[config.mk]
export PLATFORM = sky130hd
export DESIGN_NAME = irq_prio_ctrl
export DESIGN_NICKNAME = d
export VERILOG_FILES = /design/src/rtl/ipc_pkg.sv /design/src/rtl/ipc_pending.sv /design/src/rtl/ipc_resolver.sv /design/src/rtl/irq_prio_ctrl.sv
export SDC_FILE = /design/constraint.sdc
export NUM_CORES = 1
export LEC_CHECK = 0
export BUFFER_PORTS_ARGS = -buffer_cell sky130_fd_sc_hd__buf_2
export CORE_UTILIZATION = 50
export DETAILED_ROUTE_END_ITERATION = 8
export PLACE_DENSITY_LB_ADDON = 0.3
export SETUP_SLACK_MARGIN = 0.3
export SLEW_MARGIN = 15
export SYNTH_ARGS = -nofsm -noshare
export SYNTH_HDL_FRONTEND = slang
export SYNTH_SLANG_ARGS = --single-unit
[constraint.sdc]
create_clock -name clk -period 5.1 [get_ports clk]
set_input_delay 1.275 -clock clk [delete_from_list [all_inputs] [get_ports clk]]
set_output_delay 1.275 -clock clk [all_outputs]
set_load 0.02 [all_outputs]
[src/rtl/ipc_pkg.sv]
package ipc_pkg;
    localparam int VEC_W     = 7;
    localparam int NUM_CLASS = 3;

    typedef enum logic [1:0] {
        CLS_NORM = 2'd0,
        CLS_CRIT = 2'd1,
        CLS_SMI  = 2'd2,
        CLS_ALT  = 2'd3
    } irq_class_e;

    localparam logic [3:0] A_PEND  = 4'd0;
    localparam logic [3:0] A_ENAB  = 4'd1;
    localparam logic [3:0] A_CLASS = 4'd2;
    localparam logic [3:0] A_ORDER = 4'd3;
    localparam logic [3:0] A_VEC_N = 4'd4;
    localparam logic [3:0] A_VEC_C = 4'd5;
    localparam logic [3:0] A_VEC_S = 4'd6;
endpackage

[src/rtl/ipc_pending.sv]
module ipc_pending #(
    parameter int               NUM_SRC   = 16,
    parameter logic [NUM_SRC-1:0] EDGE_MASK = '1
) (
    input  logic               clk,
    input  logic               rst_n,
    input  logic [NUM_SRC-1:0] src_i,
    input  logic [NUM_SRC-1:0] clr_i,
    output logic [NUM_SRC-1:0] pend_o
);
    typedef struct packed {
        logic [NUM_SRC-1:0] prev;
        logic [NUM_SRC-1:0] pend;
    } pst_t;

    pst_t st_d, st_q;

    always_comb begin
        st_d.prev = src_i;
        for (int i = 0; i < NUM_SRC; i++) begin
            if (EDGE_MASK[i]) begin
                st_d.pend[i] = (st_q.pend[i] & ~clr_i[i]) | (src_i[i] & ~st_q.prev[i]);
            end else begin
                st_d.pend[i] = src_i[i];
            end
        end
    end

    always_ff @(posedge clk or negedge rst_n) begin
        if (!rst_n) st_q <= '0;
        else        st_q <= st_d;
    end

    assign pend_o = st_q.pend;

    logic unused_lvl;
    assign unused_lvl = ^(clr_i & ~EDGE_MASK) ^ ^(st_q.prev & ~EDGE_MASK);

    for (genvar i = 0; i < NUM_SRC; i++) begin : g_chk
        if (EDGE_MASK[i]) begin : g_edge
            // a latched edge survives until an explicit clear
            p_edge_hold_r10: assert property (@(posedge clk) disable iff (!rst_n)
                ($past(pend_o[i]) && !$past(clr_i[i])) |-> pend_o[i]);
        end else begin : g_lvl
            // level pending follows the input one cycle later
            p_level_follow_r11: assert property (@(posedge clk) disable iff (!rst_n)
                $past(rst_n) |-> (pend_o[i] == $past(src_i[i])));
        end
    end
endmodule

[src/rtl/ipc_resolver.sv]
module ipc_resolver
    import ipc_pkg::*;
#(
    parameter int NUM_SRC  = 16,
    parameter int GRP_BASE = 4,
    parameter int GRP_SIZE = 4,
    parameter int GW       = 2
) (
    input  logic [NUM_SRC-1:0]     eligible_i,
    input  logic [GRP_SIZE*GW-1:0] order_i,
    output logic                   found_o,
    output logic [VEC_W-1:0]       vec_o
);
    localparam int N_ENT = NUM_SRC + GRP_SIZE;

    logic [GRP_SIZE-1:0] named;

    always_comb begin
        int  s;
        int  m;
        logic ok;
        named = '0;
        for (int k = 0; k < GRP_SIZE; k++) begin
            named[order_i[k*GW +: GW]] = 1'b1;
        end
        found_o = 1'b0;
        vec_o   = '0;
        s  = 0;
        m  = 0;
        ok = 1'b0;
        // scan from lowest priority upward so the best entry is written last
        for (int e = N_ENT - 1; e >= 0; e--) begin
            if (e >= NUM_SRC) begin
                m  = e - NUM_SRC;
                s  = GRP_BASE + m;
                ok = !named[m];
            end else if (e >= GRP_BASE && e < GRP_BASE + GRP_SIZE) begin
                s  = GRP_BASE + int'(order_i[(e - GRP_BASE)*GW +: GW]);
                ok = 1'b1;
            end else begin
                s  = e;
                ok = 1'b1;
            end
            if (ok && eligible_i[s]) begin
                found_o = 1'b1;
                vec_o   = VEC_W'(s + 1);
            end
        end
        // a winner exists exactly when some source is eligible
        a_found_r4: assert (found_o == (|eligible_i));
    end
endmodule

[src/rtl/irq_prio_ctrl.sv]
module irq_prio_ctrl
    import ipc_pkg::*;
#(
    parameter int                 NUM_SRC   = 16,
    parameter int                 GRP_BASE  = 4,
    parameter int                 GRP_SIZE  = 4,
    parameter logic [NUM_SRC-1:0] EDGE_MASK = 16'h00FF
) (
    input  logic               clk,
    input  logic               rst_n,
    input  logic [NUM_SRC-1:0] src_irq_i,
    input  logic               err_i,
    input  logic               mcp_req_i,
    input  logic               reg_wr_i,
    input  logic               reg_rd_i,
    input  logic [3:0]         reg_addr_i,
    input  logic [31:0]        reg_wdata_i,
    output logic [31:0]        reg_rdata_o,
    output logic               irq_norm_o,
    output logic               irq_crit_o,
    output logic               irq_smi_o,
    output logic               irq_mchk_o
);
    localparam int GW    = (GRP_SIZE > 1) ? $clog2(GRP_SIZE) : 1;
    localparam int ORD_W = GRP_SIZE * GW;
    localparam int CLS_W = 2 * NUM_SRC;

    typedef struct packed {
        logic [NUM_SRC-1:0]                  en;
        logic [CLS_W-1:0]                    cls;
        logic [ORD_W-1:0]                    ord;
        logic [NUM_CLASS-1:0][VEC_W-1:0]     vec;
        logic [NUM_CLASS-1:0]                req;
        logic                                mchk;
    } st_t;

    st_t st_d, st_q;

    logic [NUM_SRC-1:0]                  pend_q;
    logic [NUM_SRC-1:0]                  clr;
    logic [NUM_CLASS-1:0][NUM_SRC-1:0]   elig;
    logic [NUM_CLASS-1:0]                found;
    logic [NUM_CLASS-1:0][VEC_W-1:0]     res_vec;
    logic [NUM_CLASS-1:0]                freeze;

    function automatic logic [ORD_W-1:0] ident_order();
        logic [ORD_W-1:0] r;
        r = '0;
        for (int k = 0; k < GRP_SIZE; k++) r[k*GW +: GW] = GW'(k);
        return r;
    endfunction

    assign clr = (reg_wr_i && reg_addr_i == A_PEND) ? reg_wdata_i[NUM_SRC-1:0] : '0;

    ipc_pending #(.NUM_SRC(NUM_SRC), .EDGE_MASK(EDGE_MASK)) u_pend (
        .clk    (clk),
        .rst_n  (rst_n),
        .src_i  (src_irq_i),
        .clr_i  (clr),
        .pend_o (pend_q)
    );

    always_comb begin
        logic [1:0] code;
        for (int c = 0; c < NUM_CLASS; c++) begin
            for (int i = 0; i < NUM_SRC; i++) begin
                code = st_q.cls[2*i +: 2];
                if (code == CLS_ALT) code = CLS_NORM;
                elig[c][i] = pend_q[i] & st_q.en[i] & (code == 2'(c));
            end
            freeze[c] = reg_rd_i && (reg_addr_i == A_VEC_N + 4'(c));
        end
    end

    for (genvar c = 0; c < NUM_CLASS; c++) begin : g_cls
        ipc_resolver #(
            .NUM_SRC (NUM_SRC),
            .GRP_BASE(GRP_BASE),
            .GRP_SIZE(GRP_SIZE),
            .GW      (GW)
        ) u_res (
            .eligible_i(elig[c]),
            .order_i   (st_q.ord),
            .found_o   (found[c]),
            .vec_o     (res_vec[c])
        );
    end

    always_comb begin
        st_d = st_q;
        if (reg_wr_i) begin
            case (reg_addr_i)
                A_ENAB:  st_d.en  = reg_wdata_i[NUM_SRC-1:0];
                A_CLASS: st_d.cls = reg_wdata_i[CLS_W-1:0];
                A_ORDER: st_d.ord = reg_wdata_i[ORD_W-1:0];
                default: ;
            endcase
        end
        for (int c = 0; c < NUM_CLASS; c++) begin
            st_d.req[c] = found[c];
            if (!freeze[c]) st_d.vec[c] = res_vec[c];
        end
        st_d.mchk = err_i | mcp_req_i;
    end

    always_ff @(posedge clk or negedge rst_n) begin
        if (!rst_n) begin
            st_q     <= '0;
            st_q.ord <= ident_order();
        end else begin
            st_q <= st_d;
        end
    end

    always_comb begin
        reg_rdata_o = '0;
        case (reg_addr_i)
            A_PEND:  reg_rdata_o = 32'(pend_q);
            A_ENAB:  reg_rdata_o = 32'(st_q.en);
            A_CLASS: reg_rdata_o = 32'(st_q.cls);
            A_ORDER: reg_rdata_o = 32'(st_q.ord);
            A_VEC_N: reg_rdata_o = 32'(st_q.vec[0]);
            A_VEC_C: reg_rdata_o = 32'(st_q.vec[1]);
            A_VEC_S: reg_rdata_o = 32'(st_q.vec[2]);
            default: reg_rdata_o = '0;
        endcase
    end

    assign irq_norm_o = st_q.req[0];
    assign irq_crit_o = st_q.req[1];
    assign irq_smi_o  = st_q.req[2];
    assign irq_mchk_o = st_q.mchk;

    // either machine-check cause raises the line on the next cycle
    p_mchk_rise_r1: assert property (@(posedge clk) disable iff (!rst_n)
        (err_i || mcp_req_i) |=> irq_mchk_o);

    // a normal request needs some pending and enabled source behind it
    p_req_enabled_r2: assert property (@(posedge clk) disable iff (!rst_n)
        irq_norm_o |-> $past(|(pend_q & st_q.en)));

    for (genvar c = 0; c < NUM_CLASS; c++) begin : g_vchk
        // a vector under read does not move
        p_vec_frozen_r6: assert property (@(posedge clk) disable iff (!rst_n)
            $past(freeze[c]) |-> $stable(st_q.vec[c]));
        // a vector never names a source beyond the last one
        p_vec_range_r4: assert property (@(posedge clk) disable iff (!rst_n)
            st_q.vec[c] <= VEC_W'(NUM_SRC));
    end
endmodule

==> flow_summary.toml, run 1 <==
[run_status]
status = "completed"

[clock_tree]
clock_sink_count = 99
clk_root_buffer_cell = "sky130_fd_sc_hd__clkbuf_16"
cts_tree = "yes"
cts_hold_buffers = 0
post_cts.repair.setup_buffers = 0
inserted_clock_buffers = 9
ctsLongestPathBuffers = 2
htreeDepth = 3
worstSkewPairLatency_ns = 0.36
post_cts.resized_instances = 0
clkSlewWorstSetupHoldPaths_ns = 0.07

[routing]
postRouteWirelength_um = 19340
detailroute.wirelength.met3_um = 1478
drt_first_iter_violations = 631
routed_via_density = 6.111
via_count = 5757
topRoutingLayerUsed = "met4"
routed_wire_length_per_instance_um = 20.53
drt_drc_violations_left = 0
ant_nets = 0
met2WireLength_um = 8665
drt-pass1-iter-count = 7
met1_length_um = 8798

[timing]
maxSlewViolCount = 0
hold_slack_ns = 0.4128
tightestPinTransition_ns = 0.8346
timing_hold_violations_final = 0
grt_setup_unrepaired = "no"
finalSetupTns_ns = 0
timing.clock.skew_ns = 0.008396
period_share_pct = 80.12
finalSetupViolCount = 0
clock.fmax_mhz = 244.7
fin_ws_ns = 1.014
slew_headroom_pct = 44.23
post-route-min-period_ns = 4.086

[setup_path]
worst_ep_required_time_ns = 3.83
capturing_element_type_of_the_critical_path = "output pin"
critical_path_peak_fanout = 16
critical_path_arrival_ns = 2.81
critPathLaunchType = "input port"
critPathKind = "in -> out"
r2r_cells = 8

[min_path]
worstHoldPathCells = 1
worst_hold_path_type = "reg -> reg"

[synthesis]
synth_top_flop_cell = "sky130_fd_sc_hd__dfrtp_1"
syn-mean-instance-area_um2 = 9.773
synth.net_count = 779
seq_area_frac_synth_pct = 37.74
synth_top_cell_by_area = "sky130_fd_sc_hd__dfrtp_1"
async_reset_ff_share_pct = 100.0
synth_cell_types = 64
synth_enable_flop_cells = 0
synth.top_cells.by_area = "sky130_fd_sc_hd__dfrtp_1, sky130_fd_sc_hd__mux2_2, sky130_fd_sc_hd__ha_1, sky130_fd_sc_hd__nand3_1, sky130_fd_sc_hd__mux4_2"
synth.ff_latch_count = 99
synth-warning-count = 0
postSynthCellCount = 673
area_fraction_of_the_dominant_cell_type_after_synthesis_pct = 36.14
synth.cell_area_um2 = 6578

[placed_design]
placed_area_um2 = 7242
preCtsSetupSlack_ns = 1.056
dpl.hpwl_um = 15210
port_buffers = 93
place_inst = 925
place.gp.congestion = 1.019

[grt]
grt_antenna_before_repair = 0
first_pass_grt_wire_length_um = 29790
grt_util_all_layers_pct = 30.06
first_global_vias = 5368
grt_max_degree = 57
grt.overflow.total = 0

[die]
total_die_area_um2 = 13620
die_y_um = 116.7
start_util_pct = 51.70
die-width_um = 116.7
design.core.area_um2 = 12720
pin_count = 94
core.rowCount = 41

[layout]
multi_input_area_um2 = 3826
final_cells = 942
area_overhead_vs_synth_pct = 14.57
ff_latch_area_um2 = 2482
final_net_count = 870
fin_area_um2 = 7536
filler_cell_count = 1159
layout-drive-gt1-share_pct = 26.40

[power]
peakVddDrop_uv = 248.2
static-leakage-power_nw = 3.703
power_per_cell_area_nw_per_um2 = 407.7

[flow_run]
max_cap_violations = 0
==> final cells by class <==
type	count	area share [%]
clock buffers	10	3.038
inverters	58	2.889
repair buffers	98	6.708
clock inverters	6	0.7637
flip-flops and latches	99	32.94
multi-input cells	498	50.77
well taps	172	2.856
diodes	1	0.03321
==> worst paths after layout <==
kind	from	to	slack [ns]
setup / recovery	reg_addr_i[0]	reg_rdata_o[8]	1.01
hold / removal	u_pend.st_q[17]	u_pend.pend_o[1]	0.41
setup reg to reg	st_q[29]	st_q[13]	1.89
hold reg to reg	u_pend.st_q[17]	u_pend.pend_o[1]	0.41
max in group asynchronous	rst_n	st_q[27]	3.10
min in group asynchronous	rst_n	st_q[64]	0.97
==> layer usage <==
layer / vias to the layer above / track usage (%)
met5: - / 0
met1: 2838 / 43.04
met3: 31 / 6.539
met4: 0 / 9.620
li1: 2653 / -
met2: 235 / 45.36
==> layout by cell type (no fill, tap or decap), types with 14 or more instances in the layout <==
cell | netlist | final
sky130_fd_sc_hd__dfrtp_1 | 95 | 95
sky130_fd_sc_hd__buf_2 | 3 | 92
sky130_fd_sc_hd__nand2_1 | 71 | 71
sky130_fd_sc_hd__nand3_1 | 58 | 58
sky130_fd_sc_hd__mux2_2 | 57 | 57
sky130_fd_sc_hd__inv_1 | 56 | 56
sky130_fd_sc_hd__ha_1 | 48 | 48
sky130_fd_sc_hd__nor2_1 | 28 | 28
sky130_fd_sc_hd__o21ai_0 | 27 | 27
sky130_fd_sc_hd__and3_1 | 22 | 22
sky130_fd_sc_hd__and2_1 | 20 | 20
sky130_fd_sc_hd__a222oi_1 | 15 | 15
sky130_fd_sc_hd__nor3_1 | 15 | 14
==> registers in the layout, indices dropped and copies added (netlist names) <==
name	cells
st_q	71
u_pend.pend_o	16
u_pend.st_q	8
irq_crit_o	1
irq_mchk_o	1
irq_norm_o	1
irq_smi_o	1
==> synthesized netlist by cell type, drive strengths merged, types with 6 or more instances <==
library cell,instances
buf,6
a21oi,13
a31oi,8
nor2,28
a222oi,15
clkbuf,12
ha,48
nor2b,6
mux2,57
nand2,71
and3,25
nand2b,9
or4,6
nor3,16
mux4,15
mux2i,7
nand3,58
inv,58
and2,20
dfrtp,95
o21ai,28
==> through the flow <==
step	total power, mW	utilization, %
floorplan	1.980	-
global placement	2.360	56.92
detailed placement	2.392	56.92
CTS	3.060	59.18
global route	3.268	59.22
finish	3.072	59.23
==> cell families (layout without fill, tap and decap cells) <==
logic type                 Yosys count  count (layout)  synth area share, %
adders and majority gates           48              48                9.131
DFF                                 99              99                37.74
buffers and inverters               76             172                4.394
other                                0               1                    0
AOI/OAI and AO/OA                  110             110                11.95
muxes                               79              79                16.13
and+or+nand+nor                    261             261                20.66
==> critical path: stages <==
cell and delay (ns):
sky130_fd_sc_hd__buf_2 0.23, sky130_fd_sc_hd__nor2b_1 0.38, sky130_fd_sc_hd__nor3b_2 0.24, sky130_fd_sc_hd__buf_4 0.28
sky130_fd_sc_hd__a222oi_1 0.16, sky130_fd_sc_hd__inv_1 0.08, sky130_fd_sc_hd__buf_2 0.16
==> power breakdown <==
group	total, mW	switching, mW	internal (mW)
Combinational	1.23	0.692	0.535
Clock	0.664	0.321	0.343
Sequential	1.18	0.219	0.963
Note: power is estimated with default switching activity, not from simulation.
==> run 2, diff against run 1 <==
- clock period: 5.1 -> 3.4 ns (I/O delays scaled with it)
==> run 2 against run 1 <==
Effect of this change:
- routed wire length grew 8.0%
- combinational power grew 59%
- power grew 54%
- cell count grew 2.3%
- worst hold slack gained 0.0051 ns
- largest cell class unchanged
- highest routed layer unchanged
==> flow_summary.toml, run 2 (synthesis gave the netlist of run 1 again) <==
[run_status]
status = "completed"

[power]
p_switching_mw = 1.924
power_per_cell_area_nw_per_um2 = 612.3
share_seq_of_total_power_pct = 37.1
pwr-share-clk_pct = 21.9
peakVddDrop_uv = 405.7
internal_power_mw = 2.819
power.combinational.fraction_pct = 41.0
static-leakage-power_nw = 3.826
power_switching_share_pct = 40.57
total_power_mw = 4.743

[timing]
clock.fmax_mhz = 337.0
period_share_pct = 87.27
finalSetupViolCount = 0
tightestPinTransition_ns = 0.6650
hold_slack_ns = 0.4179
post-route-min-period_ns = 2.967
timing.clock.skew_ns = 0.005632
timing_hold_violations_final = 0
maxSlewViolCount = 0
grt_setup_unrepaired = "no"
slew_headroom_pct = 55.67

[grt]
first_global_vias = 5518
grt.overflow.total = 0
grt_util_all_layers_pct = 32.36
grt_max_degree = 53
grt_antenna_before_repair = 2
first_pass_grt_wire_length_um = 31720

[routing]
via_count = 5831
postRouteWirelength_um = 20890
drt_first_iter_violations = 585
drt_drc_violations_left = 0
met1_length_um = 9234
met2WireLength_um = 9548
drt-pass1-iter-count = 7
routed_wire_length_per_instance_um = 21.67
routed_via_density = 6.049
detailroute.wirelength.met3_um = 1814
topRoutingLayerUsed = "met4"
ant_nets = 0

[layout]
filler_cell_count = 1155
max_flop_register = "st_q"
most-common-layout-cells = "sky130_fd_sc_hd__dfrtp_1, sky130_fd_sc_hd__buf_2, sky130_fd_sc_hd__nand2_1"
area_overhead_vs_synth_pct = 17.77
max_reg_flops = 71
layout.cells.most_common = "sky130_fd_sc_hd__dfrtp_1"
final_cells = 964
layout-drive-gt1-share_pct = 28.73
final_net_count = 891

[die]
core.rowCount = 41
die_y_um = 116.7
die-width_um = 116.7
design.core.area_um2 = 12720
pin_count = 94
total_die_area_um2 = 13620
start_util_pct = 51.70

[clock_tree]
clock_sink_count = 99
inserted_clock_buffers = 9
htreeDepth = 3
clk_root_buffer_cell = "sky130_fd_sc_hd__clkbuf_16"
cts_hold_buffers = 0
worstSkewPairLatency_ns = 0.37
cts_tree = "yes"
clkSlewWorstSetupHoldPaths_ns = 0.07
ctsLongestPathBuffers = 2

[setup_path]
capturing_element_type_of_the_critical_path = "output pin"
critical_path_arrival_ns = 2.12
critical_path_peak_fanout = 24
worst_ep_required_time_ns = 2.55
worst_path_largest_cell_delay_ns = 0.39
critPathLaunchType = "input port"
critical-path-slowest-cell = "sky130_fd_sc_hd__a222oi_1"
critPathKind = "in -> out"
timing.critical_path.cells = "buf_2 > buf_4 > nor4b_4 > buf_4 > a222oi_1 > inv_1 > buf_2"

[placed_design]
place_inst = 945
port_buffers = 93
place.gp.congestion = 0.9956
dpl.hpwl_um = 16650

[min_path]
worst_hold_path_type = "reg -> reg"

[flow_run]
max_cap_violations = 0
==> run 2: changes by cell type in the layout (fill, tap and decap cells not counted), sizes merged <==
cell / previous run / this run
buf: 98 / 119
clkbuf: 10 / 9
clkinv: 2 / 3
diode: 1 / 2
==> run 2: critical path, delay by kind of cell <==
kind	cells	cell delay, ns
buffers and inverters	5	0.72
AND/OR/NAND/NOR	1	0.14
AO/OA/AOI/OAI	1	0.39
==> run 2: power groups by stage <==
stage	Sequential [mW]	Clock, mW	Combinational (mW)
final	1.76	1.04	1.95
after CTS	1.75	1.05	1.91
after global placement	1.76	0	1.86
after detailed placement	1.77	0	1.90
after floorplan	1.67	0	1.30
after global routing	1.79	1.10	2.14
==> run 2: final cells by class <==
type / instances / area (um2) / share of cell area, %
antenna: 2 / 5.005 / 0.06461
clock buffer: 9 / 225.2 / 2.907
clock inverter: 7 / 70.07 / 0.9045
inverter: 58 / 217.7 / 2.811
multi-input combinational: 498 / 3842 / 49.60
sequential: 99 / 2482 / 32.05
tap: 172 / 215.2 / 2.778
timing repair buffer: 119 / 688.2 / 8.884
==> run 2: timing repair <==
| item | in CTS | in global routing |
|---|---|---|
| gates resized for setup | 2 | 3 |
| setup buffers | 1 | 0 |
| endpoints found under the hold margin | 0 | 0 |
| endpoints found under the setup margin | 16 | 1 |
==> run 2: stage by stage <==
stage,setup WS [ns],area (um2),util (%),TNS (ns)
detailed placement,-0.1260,7405,58.20,-1.272
global placement,-0.07016,7405,58.20,-0.5779
CTS,0.3647,7727,60.74,0
global route,0.3578,7741,60.85,0
finish,0.4327,7746,60.89,0
floorplan,0.4362,6584,-,0
==> run 2: per-layer routing <==
| metal | vias to the layer above | global-route usage [%] |
|---|---|---|
| met2 | 217 | 49.70 |
| met4 | 0 | 9.451 |
| met3 | 19 | 7.680 |
| li1 | 2696 | - |
| met1 | 2899 | 45.48 |
| met5 | - | 0 |
==> run 2: final timing paths <==
| kind | from | end | slack (ns) | cells past startpoint |
|---|---|---|---|---|
| min reg2reg | u_pend.st_q[17] | u_pend.pend_o[1] | 0.42 | 1 |
| min | u_pend.st_q[17] | u_pend.pend_o[1] | 0.42 | 1 |
| max in group asynchronous | rst_n | st_q[30] | 2.15 | 2 |
| max | reg_addr_i[1] | reg_rdata_o[13] | 0.43 | 7 |
| max reg2reg | st_q[27] | st_q[11] | 0.46 | 8 |
| min in group asynchronous | rst_n | st_q[50] | 0.51 | 1 |
